--- config.mk ---
export PLATFORM = sky130hd
export DESIGN_NAME = eeprom_txn_seq
export DESIGN_NICKNAME = d
export VERILOG_FILES = /design/src/rtl/eeprom_seq_pkg.sv /design/src/rtl/seq_len_counter.sv /design/src/rtl/seq_ctrl_fsm.sv /design/src/rtl/eeprom_txn_seq.sv
export SDC_FILE = /design/constraint.sdc
export NUM_CORES = 1
export LEC_CHECK = 0
export BUFFER_PORTS_ARGS = -buffer_cell sky130_fd_sc_hd__buf_2
export CAP_MARGIN = 20
export CORE_MARGIN = 1.5
export CORE_UTILIZATION = 49
export DETAILED_ROUTE_END_ITERATION = 12
export PLACE_DENSITY = 0.77
export SLEW_MARGIN = 20
export SYNTH_ARGS = -nofsm -noshare
export SYNTH_HDL_FRONTEND = slang
export SYNTH_SLANG_ARGS = --single-unit
--- constraint.sdc ---
create_clock -name clk_i -period 4.5 [get_ports clk_i]
set_input_delay 0.45 -clock clk_i [delete_from_list [all_inputs] [get_ports clk_i]]
set_output_delay 0.45 -clock clk_i [all_outputs]
set_load 0.1 [all_outputs]
--- src/rtl/eeprom_seq_pkg.sv ---
package eeprom_seq_pkg;
  typedef enum logic [1:0] {
    EV_START = 2'd0,
    EV_TX    = 2'd1,
    EV_RX    = 2'd2,
    EV_OTHER = 2'd3
  } evt_e;

  typedef enum logic [2:0] {
    PH_IDLE,
    PH_START,
    PH_ADDR,
    PH_WORD,
    PH_DATA,
    PH_RX
  } phase_e;
endpackage

--- src/rtl/seq_len_counter.sv ---
module seq_len_counter #(
  parameter int LEN_W = 8,
  localparam int CNT_W = LEN_W + 1
) (
  input  logic             clk_i,
  input  logic             rst_ni,
  input  logic             clr_i,
  input  logic             inc_i,
  input  logic [LEN_W-1:0] len_m1_i,
  output logic [CNT_W-1:0] cnt_o,
  output logic             last_o,
  output logic             full_o
);
  logic [CNT_W-1:0] cnt_q;

  always_ff @(posedge clk_i or negedge rst_ni) begin
    if (!rst_ni)    cnt_q <= '0;
    else if (clr_i) cnt_q <= '0;
    else if (inc_i) cnt_q <= cnt_q + CNT_W'(1);
  end

  assign cnt_o  = cnt_q;
  assign last_o = cnt_q == {1'b0, len_m1_i};
  assign full_o = cnt_q == ({1'b0, len_m1_i} + CNT_W'(1));

  // never counts past the requested length
  a_r6_no_overflow: assert property (@(posedge clk_i) disable iff (!rst_ni)
    inc_i |-> !full_o);
endmodule

--- src/rtl/seq_ctrl_fsm.sv ---
module seq_ctrl_fsm
  import eeprom_seq_pkg::*;
#(
  parameter int LEN_W  = 8,
  parameter int DATA_W = 8,
  localparam int CNT_W = LEN_W + 1,
  localparam int DEV_W = DATA_W - 1
) (
  input  logic              clk_i,
  input  logic              rst_ni,
  input  logic              req_valid_i,
  output logic              req_ready_o,
  input  logic [DEV_W-1:0]  req_dev_i,
  input  logic [DATA_W-1:0] req_word_i,
  input  logic [LEN_W-1:0]  req_len_i,
  input  logic              req_read_i,
  input  logic              req_poll_i,
  input  logic [DATA_W-1:0] wr_data_i,
  output logic              wr_pop_o,
  output logic              rd_valid_o,
  output logic [DATA_W-1:0] rd_data_o,
  output logic              busy_o,
  output logic              done_o,
  output logic              err_o,
  output logic              eng_start_o,
  output logic              eng_stop_o,
  output logic              eng_load_o,
  output logic [DATA_W-1:0] eng_tx_o,
  output logic              eng_ack_o,
  output logic              eng_rst_o,
  input  logic              evt_valid_i,
  input  logic [1:0]        evt_code_i,
  input  logic              evt_ack_i,
  input  logic [DATA_W-1:0] evt_data_i,
  output logic              cnt_clr_o,
  output logic              cnt_inc_o,
  output logic [LEN_W-1:0]  len_o,
  input  logic [CNT_W-1:0]  cnt_i,
  input  logic              cnt_last_i,
  input  logic              cnt_full_i
);
  phase_e            phase_q, phase_d;
  logic [DEV_W-1:0]  dev_q;
  logic [DATA_W-1:0] word_q;
  logic [LEN_W-1:0]  len_q;
  logic              rd_q, poll_q, rw_q, rw_d, wsent_q, wsent_d;
  logic [DATA_W-1:0] tx_q, tx_d, rdd_q, rdd_d;
  logic              ack_q, ack_d;
  logic              start_q, start_d, stop_q, stop_d, load_q, load_d;
  logic              pop_q, pop_d, rdv_q, rdv_d, done_q, done_d, err_q, err_d, erst_q, erst_d;
  logic              latch, nack, wr_next, finish, fail;
  evt_e              evt;

  assign evt = evt_e'(evt_code_i);

  always_comb begin
    phase_d = phase_q; rw_d = rw_q; wsent_d = wsent_q; tx_d = tx_q; rdd_d = rdd_q; ack_d = ack_q;
    start_d = 1'b0; stop_d = 1'b0; load_d = 1'b0; pop_d = 1'b0; rdv_d = 1'b0;
    done_d = 1'b0; err_d = 1'b0; erst_d = 1'b0;
    latch = 1'b0; nack = 1'b0; wr_next = 1'b0; finish = 1'b0; fail = 1'b0;
    cnt_clr_o = 1'b0; cnt_inc_o = 1'b0;
    if (phase_q == PH_IDLE) begin
      if (req_valid_i) begin
        latch = 1'b1; start_d = 1'b1; phase_d = PH_START;
        rw_d = 1'b0; wsent_d = 1'b0; ack_d = 1'b1; cnt_clr_o = 1'b1;
      end
    end else if (evt_valid_i) begin
      unique case (phase_q)
        PH_START:
          if (evt == EV_START) begin
            tx_d = {dev_q, rw_q}; load_d = 1'b1; cnt_clr_o = 1'b1; phase_d = PH_ADDR;
          end else fail = 1'b1;
        PH_ADDR:
          if (evt != EV_TX) fail = 1'b1;
          else if (!evt_ack_i) nack = 1'b1;
          else if (!wsent_q) begin
            tx_d = word_q; load_d = 1'b1; wsent_d = 1'b1; phase_d = PH_WORD;
          end else if (rw_q) begin
            phase_d = PH_RX; ack_d = !cnt_last_i;
          end else wr_next = 1'b1;
        PH_WORD:
          if (evt != EV_TX) fail = 1'b1;
          else if (!evt_ack_i) begin
            nack = 1'b1; wsent_d = 1'b0; rw_d = 1'b0;
          end else if (rd_q) begin
            rw_d = 1'b1; start_d = 1'b1; phase_d = PH_START;
          end else wr_next = 1'b1;
        PH_DATA:
          if (evt != EV_TX || !evt_ack_i) fail = 1'b1;
          else wr_next = 1'b1;
        PH_RX:
          if (evt != EV_RX) fail = 1'b1;
          else begin
            rdv_d = 1'b1; rdd_d = evt_data_i; cnt_inc_o = 1'b1;
            if (cnt_last_i) begin stop_d = 1'b1; finish = 1'b1; end
            else ack_d = (cnt_i + CNT_W'(1)) != {1'b0, len_q};
          end
        default: fail = 1'b1;
      endcase
      if (wr_next) begin
        if (!cnt_full_i) begin
          tx_d = wr_data_i; load_d = 1'b1; pop_d = 1'b1; cnt_inc_o = 1'b1; phase_d = PH_DATA;
        end else begin
          stop_d = 1'b1; finish = 1'b1;
        end
      end
      if (nack) begin
        if (poll_q) begin start_d = 1'b1; phase_d = PH_START; end
        else fail = 1'b1;
      end
      if (finish) begin
        done_d = 1'b1; phase_d = PH_IDLE; ack_d = 1'b1;
      end
      if (fail) begin
        erst_d = 1'b1; err_d = 1'b1; done_d = 1'b1; phase_d = PH_IDLE; ack_d = 1'b1;
      end
    end
  end

  always_ff @(posedge clk_i or negedge rst_ni) begin
    if (!rst_ni) begin
      phase_q <= PH_IDLE; dev_q <= '0; word_q <= '0; len_q <= '0;
      rd_q <= 1'b0; poll_q <= 1'b0; rw_q <= 1'b0; wsent_q <= 1'b0;
      tx_q <= '0; rdd_q <= '0; ack_q <= 1'b1;
      start_q <= 1'b0; stop_q <= 1'b0; load_q <= 1'b0; pop_q <= 1'b0; rdv_q <= 1'b0;
      done_q <= 1'b0; err_q <= 1'b0; erst_q <= 1'b0;
    end else begin
      if (latch) begin
        dev_q <= req_dev_i; word_q <= req_word_i; len_q <= req_len_i;
        rd_q <= req_read_i; poll_q <= req_poll_i;
      end
      phase_q <= phase_d; rw_q <= rw_d; wsent_q <= wsent_d;
      tx_q <= tx_d; rdd_q <= rdd_d; ack_q <= ack_d;
      start_q <= start_d; stop_q <= stop_d; load_q <= load_d; pop_q <= pop_d; rdv_q <= rdv_d;
      done_q <= done_d; err_q <= err_d; erst_q <= erst_d;
    end
  end

  assign busy_o      = phase_q != PH_IDLE;
  assign req_ready_o = phase_q == PH_IDLE;
  assign len_o       = len_q;
  assign wr_pop_o    = pop_q;
  assign rd_valid_o  = rdv_q;
  assign rd_data_o   = rdd_q;
  assign done_o      = done_q;
  assign err_o       = err_q;
  assign eng_start_o = start_q;
  assign eng_stop_o  = stop_q;
  assign eng_load_o  = load_q;
  assign eng_tx_o    = tx_q;
  assign eng_ack_o   = ack_q;
  assign eng_rst_o   = erst_q;

  a_r1_claim: assert property (@(posedge clk_i) disable iff (!rst_ni)
    (req_valid_i && req_ready_o) |=> (busy_o && eng_start_o));
  a_r3_restart_read: assert property (@(posedge clk_i) disable iff (!rst_ni)
    (phase_q == PH_WORD && evt_valid_i && evt == EV_TX && evt_ack_i && rd_q) |=> eng_start_o);
  a_r5_done_pulse: assert property (@(posedge clk_i) disable iff (!rst_ni)
    done_o |=> !done_o);
  a_r5_err_with_done: assert property (@(posedge clk_i) disable iff (!rst_ni)
    err_o |-> (done_o && !busy_o));
  a_r7_nack_last: assert property (@(posedge clk_i) disable iff (!rst_ni)
    (phase_q == PH_RX && evt_valid_i && evt == EV_RX && cnt_last_i) |-> !eng_ack_o);
  a_r7_start_stop_excl: assert property (@(posedge clk_i) disable iff (!rst_ni)
    !(eng_start_o && eng_stop_o));
  a_r9_reset_is_fail: assert property (@(posedge clk_i) disable iff (!rst_ni)
    eng_rst_o |-> err_o);
  a_r10_idle_quiet: assert property (@(posedge clk_i) disable iff (!rst_ni)
    (!busy_o && !req_valid_i) |=> !(eng_load_o || eng_start_o || rd_valid_o || busy_o));
endmodule

--- src/rtl/eeprom_txn_seq.sv ---
module eeprom_txn_seq #(
  parameter int LEN_W  = 8,
  parameter int DATA_W = 8,
  localparam int CNT_W = LEN_W + 1,
  localparam int DEV_W = DATA_W - 1
) (
  input  logic              clk_i,
  input  logic              rst_ni,
  input  logic              req_valid_i,
  output logic              req_ready_o,
  input  logic [DEV_W-1:0]  req_dev_i,
  input  logic [DATA_W-1:0] req_word_i,
  input  logic [LEN_W-1:0]  req_len_i,
  input  logic              req_read_i,
  input  logic              req_poll_i,
  input  logic [DATA_W-1:0] wr_data_i,
  output logic              wr_pop_o,
  output logic              rd_valid_o,
  output logic [DATA_W-1:0] rd_data_o,
  output logic              busy_o,
  output logic              done_o,
  output logic              err_o,
  output logic              eng_start_o,
  output logic              eng_stop_o,
  output logic              eng_load_o,
  output logic [DATA_W-1:0] eng_tx_o,
  output logic              eng_ack_o,
  output logic              eng_rst_o,
  input  logic              evt_valid_i,
  input  logic [1:0]        evt_code_i,
  input  logic              evt_ack_i,
  input  logic [DATA_W-1:0] evt_data_i
);
  logic             cnt_clr, cnt_inc, cnt_last, cnt_full;
  logic [LEN_W-1:0] len;
  logic [CNT_W-1:0] cnt;

  seq_len_counter #(.LEN_W(LEN_W)) u_cnt (
    .clk_i, .rst_ni, .clr_i(cnt_clr), .inc_i(cnt_inc), .len_m1_i(len),
    .cnt_o(cnt), .last_o(cnt_last), .full_o(cnt_full)
  );

  seq_ctrl_fsm #(.LEN_W(LEN_W), .DATA_W(DATA_W)) u_fsm (
    .clk_i, .rst_ni, .req_valid_i, .req_ready_o, .req_dev_i, .req_word_i, .req_len_i,
    .req_read_i, .req_poll_i, .wr_data_i, .wr_pop_o, .rd_valid_o, .rd_data_o,
    .busy_o, .done_o, .err_o, .eng_start_o, .eng_stop_o, .eng_load_o, .eng_tx_o,
    .eng_ack_o, .eng_rst_o, .evt_valid_i, .evt_code_i, .evt_ack_i, .evt_data_i,
    .cnt_clr_o(cnt_clr), .cnt_inc_o(cnt_inc), .len_o(len), .cnt_i(cnt),
    .cnt_last_i(cnt_last), .cnt_full_i(cnt_full)
  );
endmodule

==> results.tsv, run 1 <==
stage	metric	value	unit
outcome	outcome	completed	
synth	Synth Cell Area	3640	um^2
drt	antenna-violating nets left	0	
cts	root buf cell	clkbuf_8	
timing	final setup violating endpoints	0	
pwr	Final Power	2.54	mW
synth	Distinct cells, synth	65	
final_layout	final non-filler cell area	4260	um^2
timing	RSZ-0062 raised after global routing	no	
pwr	pwr/cell area	597	nW/um^2
hold_path	class of the most critical hold timing path	in2async	
global_routing	global-route wire length before repair	13.8	mm
cts	Post-CTS Hold Buffers	0	
synth	instance count of the mapped netlist	401	
setup_path	Worst setup SP type	flip-flop	
floorplan	IO Pins	75	
synth	fraction of the yosys area taken by sequential cells	43.4	%
drt	Pre-antenna DRT Iters	5	
cts	CTS Buf Count	9	
setup_path	biggest fanout along the worst timing path	28	
final_layout	sequential cell area	1580	um^2
global_routing	maximum number of pins on one net before global-route repair	40	
cts	TritonCTS clock tree	done	
synth	number of synthesized flops with an enable pin	0	
timing	Slew headroom	33.2	%
setup_path	end of the worst register-to-register path	u_cnt.cnt_o[5]	
floorplan	std cell rows	31	
global_routing	number of antenna violations at the first check in global routing	0	
floorplan	Chip Height	89.2	um
timing	Worst Clk Skew	11.0	ps
timing	fmax	369	MHz
final_layout	net total in the final layout	513	
global_routing	GRT Residual Overflow	0	
final_layout	footprint of the multi-input gates	1880	um^2
cts	H-tree depth	3	
synth	warning count from the yosys run	0	
placed_design	final estimated routing congestion in global placement	0.893	
placed_design	number of I/O port buffers	74	
synth	proportion of register bits with asynchronous set or reset after synthesis	100	%
cts	clock transition at the registers of the reported paths	70	ps
final_layout	post-synthesis to final-layout area growth	17.1	%
setup_path	setup slack of the most critical reg-to-reg path	1790	ps
setup_path	type of element capturing the critical path	flip-flop	
floorplan	overall die area	7950	um^2
timing	final critical path time including I/O delays and setup	2710	ps
floorplan	initial core utilization	50.4	%
synth	flops & latches, synth	63	
setup_path	required time reported for the critical path endpoint	4790	ps
drt	sum of routed wire length over all layers	8.52	mm
global_routing	global router's overall resource usage	22.8	%
drt	average routed wire per standard cell	15.0	um
timing	Least-Margin Pin Slew	1000	ps
drt	average vias per placed instance	5.59	
cts	CTS-repair resized insts	0	
setup_path	CP arrival	3000	ps
final_layout	share of final-layout standard cells stronger than drive strength 1	25.0	%
timing	endpoints failing hold	0	
cts	sink count of the clock tree	63	
cts	number of buffers on the longest clock path	2	
setup_path	length in cells of the worst reg-to-reg path	5	
synth	Mapped Nets	451	
drt	vias after detailed routing	3170	
floorplan	placeable core region	7210	um^2
setup_path	reg2reg start	u_fsm.phase_q[0]	
cts	Clk Latency, worst-skew pair	360	ps
placed_design	Placement Cell Area	4030	um^2
synth	average cell area after synthesis	9.07	um^2
synth	dominant synthesized flop cell	dfrtp_1	
timing	Total Negative Setup Slacks	0	ps
floorplan	die outline width	89.2	um
global_routing	number of global-route vias before repair	2981	
setup_path	Crit Path Class	reg2reg	
job	number of maximum-capacitance violations	0	
timing	number of slew-limit violations in the final report	0	
pwr	leakage dissipation	2.10	nW
pwr	worst supply voltage drop on vdd	0.000279	V
final_layout	diode insertion count for antenna repair	0	
drt	number of DRC violations after detailed-routing iteration 0	206	
final_layout	number of filler instances in the final layout	671	
timing	fin crit share	60.1	%
cts	setup repair bufs after CTS	0	
drt	DRC violation count after routing	0	
placed_design	hpwl dp	6.12	mm
==> metrics by stage <==
| stage | util [%] | setup WS, ps | hold WS, ps | cells |
|---|---|---|---|---|
| floorplan | - | 660 | 154 | 401 |
| global placement | 55.9 | 1930 | 458 | 551 |
| detailed placement | 55.9 | 1820 | 463 | 551 |
| CTS | 59.1 | 1810 | 93.2 | 567 |
| global route | 59.1 | 1510 | 121 | 567 |
| finish | 59.1 | 1790 | 74.9 | 567 |
==> sequential cells by signal, summed over array words and instances, names as in the netlist <==
signal,count
u_fsm.eng_load_o,1
u_fsm.eng_start_o,1
u_fsm.err_o,1
u_fsm.rd_q,1
u_fsm.done_o,1
u_fsm.eng_stop_o,1
u_fsm.eng_ack_o,1
u_fsm.eng_tx_o,8
u_fsm.rd_valid_o,1
u_fsm.word_q,8
u_fsm.len_o,8
u_fsm.phase_q,3
u_fsm.wr_pop_o,1
u_fsm.wsent_q,1
u_fsm.dev_q,7
u_fsm.rd_data_o,8
u_fsm.poll_q,1
u_cnt.cnt_o,9
u_fsm.rw_q,1
==> critical path, cell delays in order (launching register included) <==
cell     delay [ps]
dfrtp_1         690
nor3_2          160
nand2_1         750
nand2_1         400
or4_1           570
nand2_1          80
==> worst max path at each step <==
stage / start / slack, ps / to / cells past startpoint
floorplan: u_fsm.phase_q[1] / 660 / u_fsm.rd_data_o[0] / 6
CTS: u_fsm.phase_q[0] / 1810 / u_cnt.cnt_o[5] / 5
detailed placement: u_fsm.phase_q[0] / 1820 / u_cnt.cnt_o[6] / 5
global route: u_fsm.phase_q[0] / 1510 / u_cnt.cnt_o[5] / 5
global placement: u_fsm.phase_q[0] / 1930 / u_cnt.cnt_o[6] / 5
finish: u_fsm.phase_q[0] / 1790 / u_cnt.cnt_o[5] / 5
==> final cells by class <==
type                            count  area share [%]
Inverter                           18            1.59
Timing Repair Buffer               75            8.87
Clock buffer                       10            3.23
Clock inverter                      6            2.17
Tap cell                           99            2.91
Multi-Input combinational cell    296            44.2
Sequential cell                    63            37.0
==> logic make-up after synthesis <==
group           Yosys count  synth area share, %
buf+inv                  42                 5.02
fa+ha+maj                 2                0.688
compound gates           84                 18.1
flops                    63                 43.4
mux                      12                 3.61
xor+xnor                 21                 5.06
simple gates            177                 24.2
==> layout by cell type (no fill, tap or decap), types with 3 or more instances in the layout <==
cell type,n
o31ai_1,3
nand2_1,94
xnor2_1,12
a211oi_1,3
nand4_1,4
nor2b_1,5
a21o_1,4
o221ai_1,9
a21oi_1,14
and3_1,4
nor3_1,4
xor2_1,9
and2_1,3
or4_1,6
nand3_1,18
mux2_2,9
clkbuf_8,10
dfrtp_1,62
nand2b_1,4
buf_2,74
o211ai_1,7
inv_1,17
mux2i_1,3
o21ai_0,14
a22oi_1,9
nor4_1,4
nor2_1,12
and3b_1,3
==> power by group <==
part           leakage, nW  internal [mW]  switching [mW]
Combinational         1.16          0.306           0.775
Sequential           0.826          0.716           0.181
Clock                0.109          0.329           0.236
==> cells in the mapped netlist, types with 2 or more instances <==
cell type,instances,area (um^2)
nand2_1,94,353
o221ai_1,9,78.8
or4_1,6,45.0
nor4_1,4,25.0
o21bai_1,2,15.0
inv_1,17,63.8
a21oi_1,14,70.1
o211ai_1,7,52.6
and2_1,3,18.8
or3_1,2,12.5
nand2b_1,4,25.0
xnor2_1,12,105
o31ai_1,3,22.5
dfrtp_1,62,1550
mux2i_1,3,30.0
a21o_1,4,30.0
nand3_1,18,90.1
nand3b_1,2,15.0
o21ai_0,14,70.1
and3b_1,3,26.3
nand4_1,4,25.0
mux2_2,9,101
nor3b_1,2,15.0
nor2b_1,5,31.3
xor2_1,9,78.8
buf_1,2,7.51
a211oi_1,3,22.5
ha_1,2,25.0
nor3_1,5,25.0
o32ai_1,2,17.5
and3_1,4,25.0
clkbuf_1,13,48.8
a32oi_1,2,17.5
nor2_1,12,45.0
buf_4,3,22.5
a22oi_1,9,67.6
buf_2,4,20.0
==> routing by layer <==
layer	global-route usage (%)	part of all wire [%]
met1	30.3	44
met4	10.8	2.2
met2	36.2	49
met3	3.79	5.0
met5	0	0
(Power assumes the default switching activity.)
==> inputs of run 2 (changes only) <==
--- a/config.mk
+++ b/config.mk
@@ -5,12 +5,13 @@
 export SDC_FILE = /design/constraint.sdc
 export NUM_CORES = 1
 export LEC_CHECK = 0
+export ABC_AREA = 1
 export BUFFER_PORTS_ARGS = -buffer_cell sky130_fd_sc_hd__buf_2
 export CAP_MARGIN = 20
 export CORE_MARGIN = 1.5
 export CORE_UTILIZATION = 49
 export DETAILED_ROUTE_END_ITERATION = 12
-export PLACE_DENSITY = 0.77
+export PLACE_DENSITY = 0.76
 export SLEW_MARGIN = 20
 export SYNTH_ARGS = -nofsm -noshare
 export SYNTH_HDL_FRONTEND = slang
==> constraint.sdc (replaced) <==
create_clock -name clk_i -period 2.83 [get_ports clk_i]
set_input_delay 0.283 -clock clk_i [delete_from_list [all_inputs] [get_ports clk_i]]
set_output_delay 0.283 -clock clk_i [all_outputs]
set_load 0.1 [all_outputs]
==> run 2 against run 1 <==
Against the previous run: clock-buffer cell count rose by 1; clock power is 60% higher; first-iteration DRC count increased by 27%; clock skew increased by 2.7 ps; flip-flop and latch count stayed put; non-clock buffer count up 2; final cell count rose by 22%; die area up 0.93%; synthesized cell count grew 27%; sequential power increased by 63%; design area is 2.3% higher; via count up 14%; largest cell class unchanged.
==> results.tsv, run 2 <==
stage	metric	value	unit	change
setup_path	type of element capturing the critical path	flip-flop		unchanged
synth	warning count from the yosys run	0		unchanged
setup_path	CP Depth	10		was 5
timing	fin crit share	80.6	%	was 60.1%
cts	setup repair bufs after CTS	0		unchanged
synth	average cell area after synthesis	7.22	um^2	was 9.07 um^2
synth	fraction of the yosys area taken by sequential cells	42.9	%	was 43.4%
global_routing	global-route wire length before repair	15.2	mm	was 13.8 mm
hold_path	class of the most critical hold timing path	in2async		unchanged
pwr	net switching component of the power	2.54	mW	was 1.19 mW
setup_path	Crit Path Class	reg2reg		unchanged
cts	H-tree depth	3		unchanged
floorplan	die outline width	89.6	um	was 89.2 um
placed_design	number of I/O port buffers	74		unchanged
final_layout	commonest cells after routing, fill and taps aside	nand2_1 (174), buf_2 (74), dfrtp_1 (62), inv_1 (58), nand3_1 (51)		was nand2_1 (94), buf_2 (74), dfrtp_1 (62), nand3_1 (18), inv_1 (17)
synth	dominant combinational cell family by area after synthesis	simple AND/OR/NAND/NOR gates		unchanged
synth	dominant synthesized flop cell	dfrtp_1		unchanged
timing	RSZ-0062 raised after global routing	no		unchanged
global_routing	maximum number of pins on one net before global-route repair	64		was 40
final_layout	most common cell after layout, fill and taps aside	nand2_1		unchanged
setup_path	CP arrival	2500	ps	was 3000 ps
final_layout	Final Non-Filler Cells	689		was 567
synth	fraction of the mapped netlist area in compound gates	11.4	%	was 18.1%
timing	final critical path time including I/O delays and setup	2280	ps	was 2710 ps
cts	CTS Buf Count	9		unchanged
floorplan	placeable core region	7250	um^2	was 7210 um^2
global_routing	number of antenna violations at the first check in global routing	0		unchanged
setup_path	Worst setup SP type	flip-flop		unchanged
outcome	outcome	completed		unchanged
drt	antenna-violating nets left	0		unchanged
floorplan	IO Pins	75		unchanged
cts	TritonCTS clock tree	done		unchanged
placed_design	number of placed cells counting well taps	673		was 551
cts	root buf cell	clkbuf_8		unchanged
pwr	fraction of power consumed by sequential logic	29.5	%	was 35.3%
setup_path	biggest fanout along the worst timing path	18		was 28
setup_path	origin of the worst setup path	u_fsm.len_o[1]		was u_fsm.phase_q[0]
final_layout	post-synthesis to final-layout area growth	18.6	%	was 17.1%
floorplan	overall die area	8030	um^2	was 7950 um^2
cts	Clk Latency, worst-skew pair	340	ps	was 360 ps
pwr	clock power share	18.4	%	was 22.2%
pwr	pwr/cell area	1130	nW/um^2	was 597 nW/um^2
synth	Distinct cells, synth	37		was 65
drt	average vias per placed instance	5.24		was 5.59
synth	flops & latches, synth	63		unchanged
timing	Least-Margin Pin Slew	805	ps	was 1000 ps
setup_path	required time reported for the critical path endpoint	3050	ps	was 4790 ps
cts	CTS-repair resized insts	0		unchanged
synth	portion of synthesized cell area occupied by the leading cell type	42.2	%	was 42.6%
synth	Post-synth top cells	nand2_1 (174), dfrtp_1 (62), inv_1 (58), nand3_1 (51), o21ai_0 (35)		was nand2_1 (94), dfrtp_1 (62), nand3_1 (18), inv_1 (17)
final_layout	net total in the final layout	635		was 513
timing	number of slew-limit violations in the final report	0		unchanged
synth	Mapped Nets	559		was 451
timing	WHS	117	ps	was 74.9 ps
setup_path	buffers and inverters on the worst path	0		unchanged
timing	fmax	438	MHz	was 369 MHz
floorplan	Chip Height	89.6	um	was 89.2 um
final_layout	diode insertion count for antenna repair	0		unchanged
synth	instance count of the mapped netlist	509		was 401
global_routing	global router's overall resource usage	24.6	%	was 22.8%
pwr	worst supply voltage drop on vdd	0.000541	V	was 0.000279 V
setup_path	length in cells of the worst reg-to-reg path	10		was 5
floorplan	initial core utilization	50.6	%	was 50.4%
timing	endpoints failing hold	0		unchanged
setup_path	setup slack of the most critical reg-to-reg path	550	ps	was 1790 ps
setup_path	kind of cell adding the most delay to the critical path	simple AND/OR/NAND/NOR gates		unchanged
placed_design	final estimated routing congestion in global placement	0.963		was 0.893
synth	proportion of register bits with asynchronous set or reset after synthesis	100	%	unchanged
timing	final setup violating endpoints	0		unchanged
timing	Slew headroom	46.3	%	was 33.2%
setup_path	largest incremental delay on the critical path	460	ps	was 750 ps
final_layout	share of final-layout standard cells stronger than drive strength 1	22.0	%	was 25.0%
synth	share of synthesized cell area in and, or, nand and nor gates	35.2	%	was 24.2%
drt	Pre-antenna DRT Iters	4		was 5
setup_path	slowest stage cell on the critical path	dfrtp_1		was nand2_1
pwr	Gate power share	52.2	%	was 42.5%
drt	sum of routed wire length over all layers	9.04	mm	was 8.52 mm
setup_path	end of the worst register-to-register path	u_cnt.cnt_o[5]		unchanged
cts	number of buffers on the longest clock path	2		unchanged
drt	vias after detailed routing	3609		was 3,170
synth	fraction of the mapped netlist area in adder cells	0.681	%	was 0.688%
pwr	leakage dissipation	2.33	nW	was 2.10 nW
setup_path	Critical Path End	u_cnt.cnt_o[5]		unchanged
synth	post-synthesis share of cell area spent on xor and xnor gates	0.954	%	was 5.06%
timing	Total Negative Setup Slacks	0	ps	unchanged
final_layout	Largest register FFs	9		unchanged
setup_path	most frequent cell on the critical path	nand3_1		was nand2_1
drt	average routed wire per standard cell	13.1	um	was 15.0 um
global_routing	number of global-route vias before repair	3338		was 2,981
synth	mux contribution to synthesized area	0	%	was 3.61%
synth	most numerous cell in the Yosys netlist	nand2_1		unchanged
placed_design	hpwl dp	6.69	mm	was 6.12 mm
synth	cell accounting for the most synthesized area	dfrtp_1		unchanged
setup_path	sequence of cells on the critical path	ha_1 -> nand3_1 -> o21ai_2 -> nand3_1 -> nor2_2 -> nand3_1 -> nand3_2 -> nand2_4 -> a21oi_1 -> a21oi_2		was nor3_2 -> nand2_1 -> nand2_1 -> or4_1 -> nand2_1
cts	Post-CTS Hold Buffers	0		unchanged
synth	Synth Cell Area	3670	um^2	was 3640 um^2
pwr	internal power component	2.39	mW	was 1.35 mW
synth	number of synthesized flops with an enable pin	0		unchanged
timing	Worst Clk Skew	13.7	ps	was 11.0 ps
floorplan	std cell rows	31		unchanged
cts	sink count of the clock tree	63		unchanged
synth	top post-synthesis cells by area	dfrtp_1 (42%), nand2_1 (18%), nand3_1 (6.9%)		was dfrtp_1 (43%), nand2_1 (9.7%), xnor2_1 (2.9%)
drt	DRC violation count after routing	0		unchanged
pwr	Net Sw Frac	51.5	%	was 46.8%
drt	number of DRC violations after detailed-routing iteration 0	261		was 206
setup_path	reg2reg start	u_fsm.len_o[1]		was u_fsm.phase_q[0]
cts	clock transition at the registers of the reported paths	70	ps	about the same
job	number of maximum-capacitance violations	0		unchanged
global_routing	GRT Residual Overflow	0		unchanged
## run 2: cell count changes after synthesis, moves of 11 or more
cell / change
clkbuf_1: -11
inv_1: +41
nand2_1: +80
nand3_1: +33
nand4_1: +11
nor2_1: +18
o21ai_0: +21
## run 2: per-layer routing
layer  share of wire, %  global-route usage, %  vias up
li1                   -                      -     1804
met5                  0                      0        -
met3                6.5                   5.21       23
met4                2.8                   9.51        0
met1                 45                   34.3     1624
met2                 46                   37.7      158
## run 2: worst min-delay path by stage
stage	from	to	slack (ps)	cells after the start
floorplan	rst_ni	u_cnt.cnt_o[0]	-10	0
global placement	u_fsm.eng_ack_o	u_fsm.eng_ack_o	450	2
detailed placement	u_fsm.eng_ack_o	u_fsm.eng_ack_o	460	2
CTS	evt_data_i[0]	u_fsm.rd_data_o[0]	130	3
global route	evt_data_i[1]	u_fsm.rd_data_o[1]	140	3
finish	rst_ni	u_fsm.len_o[5]	120	2
## run 2: through the flow
stage	setup WS, ps	instance area, um^2	utilization (%)	power [mW]
2_1_floorplan	400	3680	-	3.51
3_3_place_gp	697	4130	56.9	3.98
3_5_place_dp	592	4130	56.9	4.01
4_1_cts	597	4360	60.1	4.93
5_1_grt	313	4360	60.1	5.29
6_report	548	4360	60.1	4.94
## run 2: kinds of logic after synthesis
logic type / count (synthesis)
compound gates: 69
xor+xnor: 4
fa+ha+maj: 2
buf+inv: 78
flops: 63
simple gates: 293
## run 2: power by group through the flow
stage               Clock [mW]  Sequential, mW  Combinational [mW]
floorplan                    0            2.01                1.50
global placement             0            1.45                2.52
detailed placement           0            1.47                2.54
CTS                      0.913            1.45                2.56
global route             0.954            1.50                2.84
finish                   0.906            1.46                2.57
## run 2: layout make-up
| type | count | area [um^2] |
|---|---|---|
| fill | 649 | 2900 |
| multi-input combinational | 368 | 1780 |
| sequential | 63 | 1580 |
| timing repair buffer | 77 | 393 |
| inverter | 66 | 253 |
| clock buffer | 11 | 151 |
| tap | 99 | 124 |
| clock inverter | 5 | 78.8 |
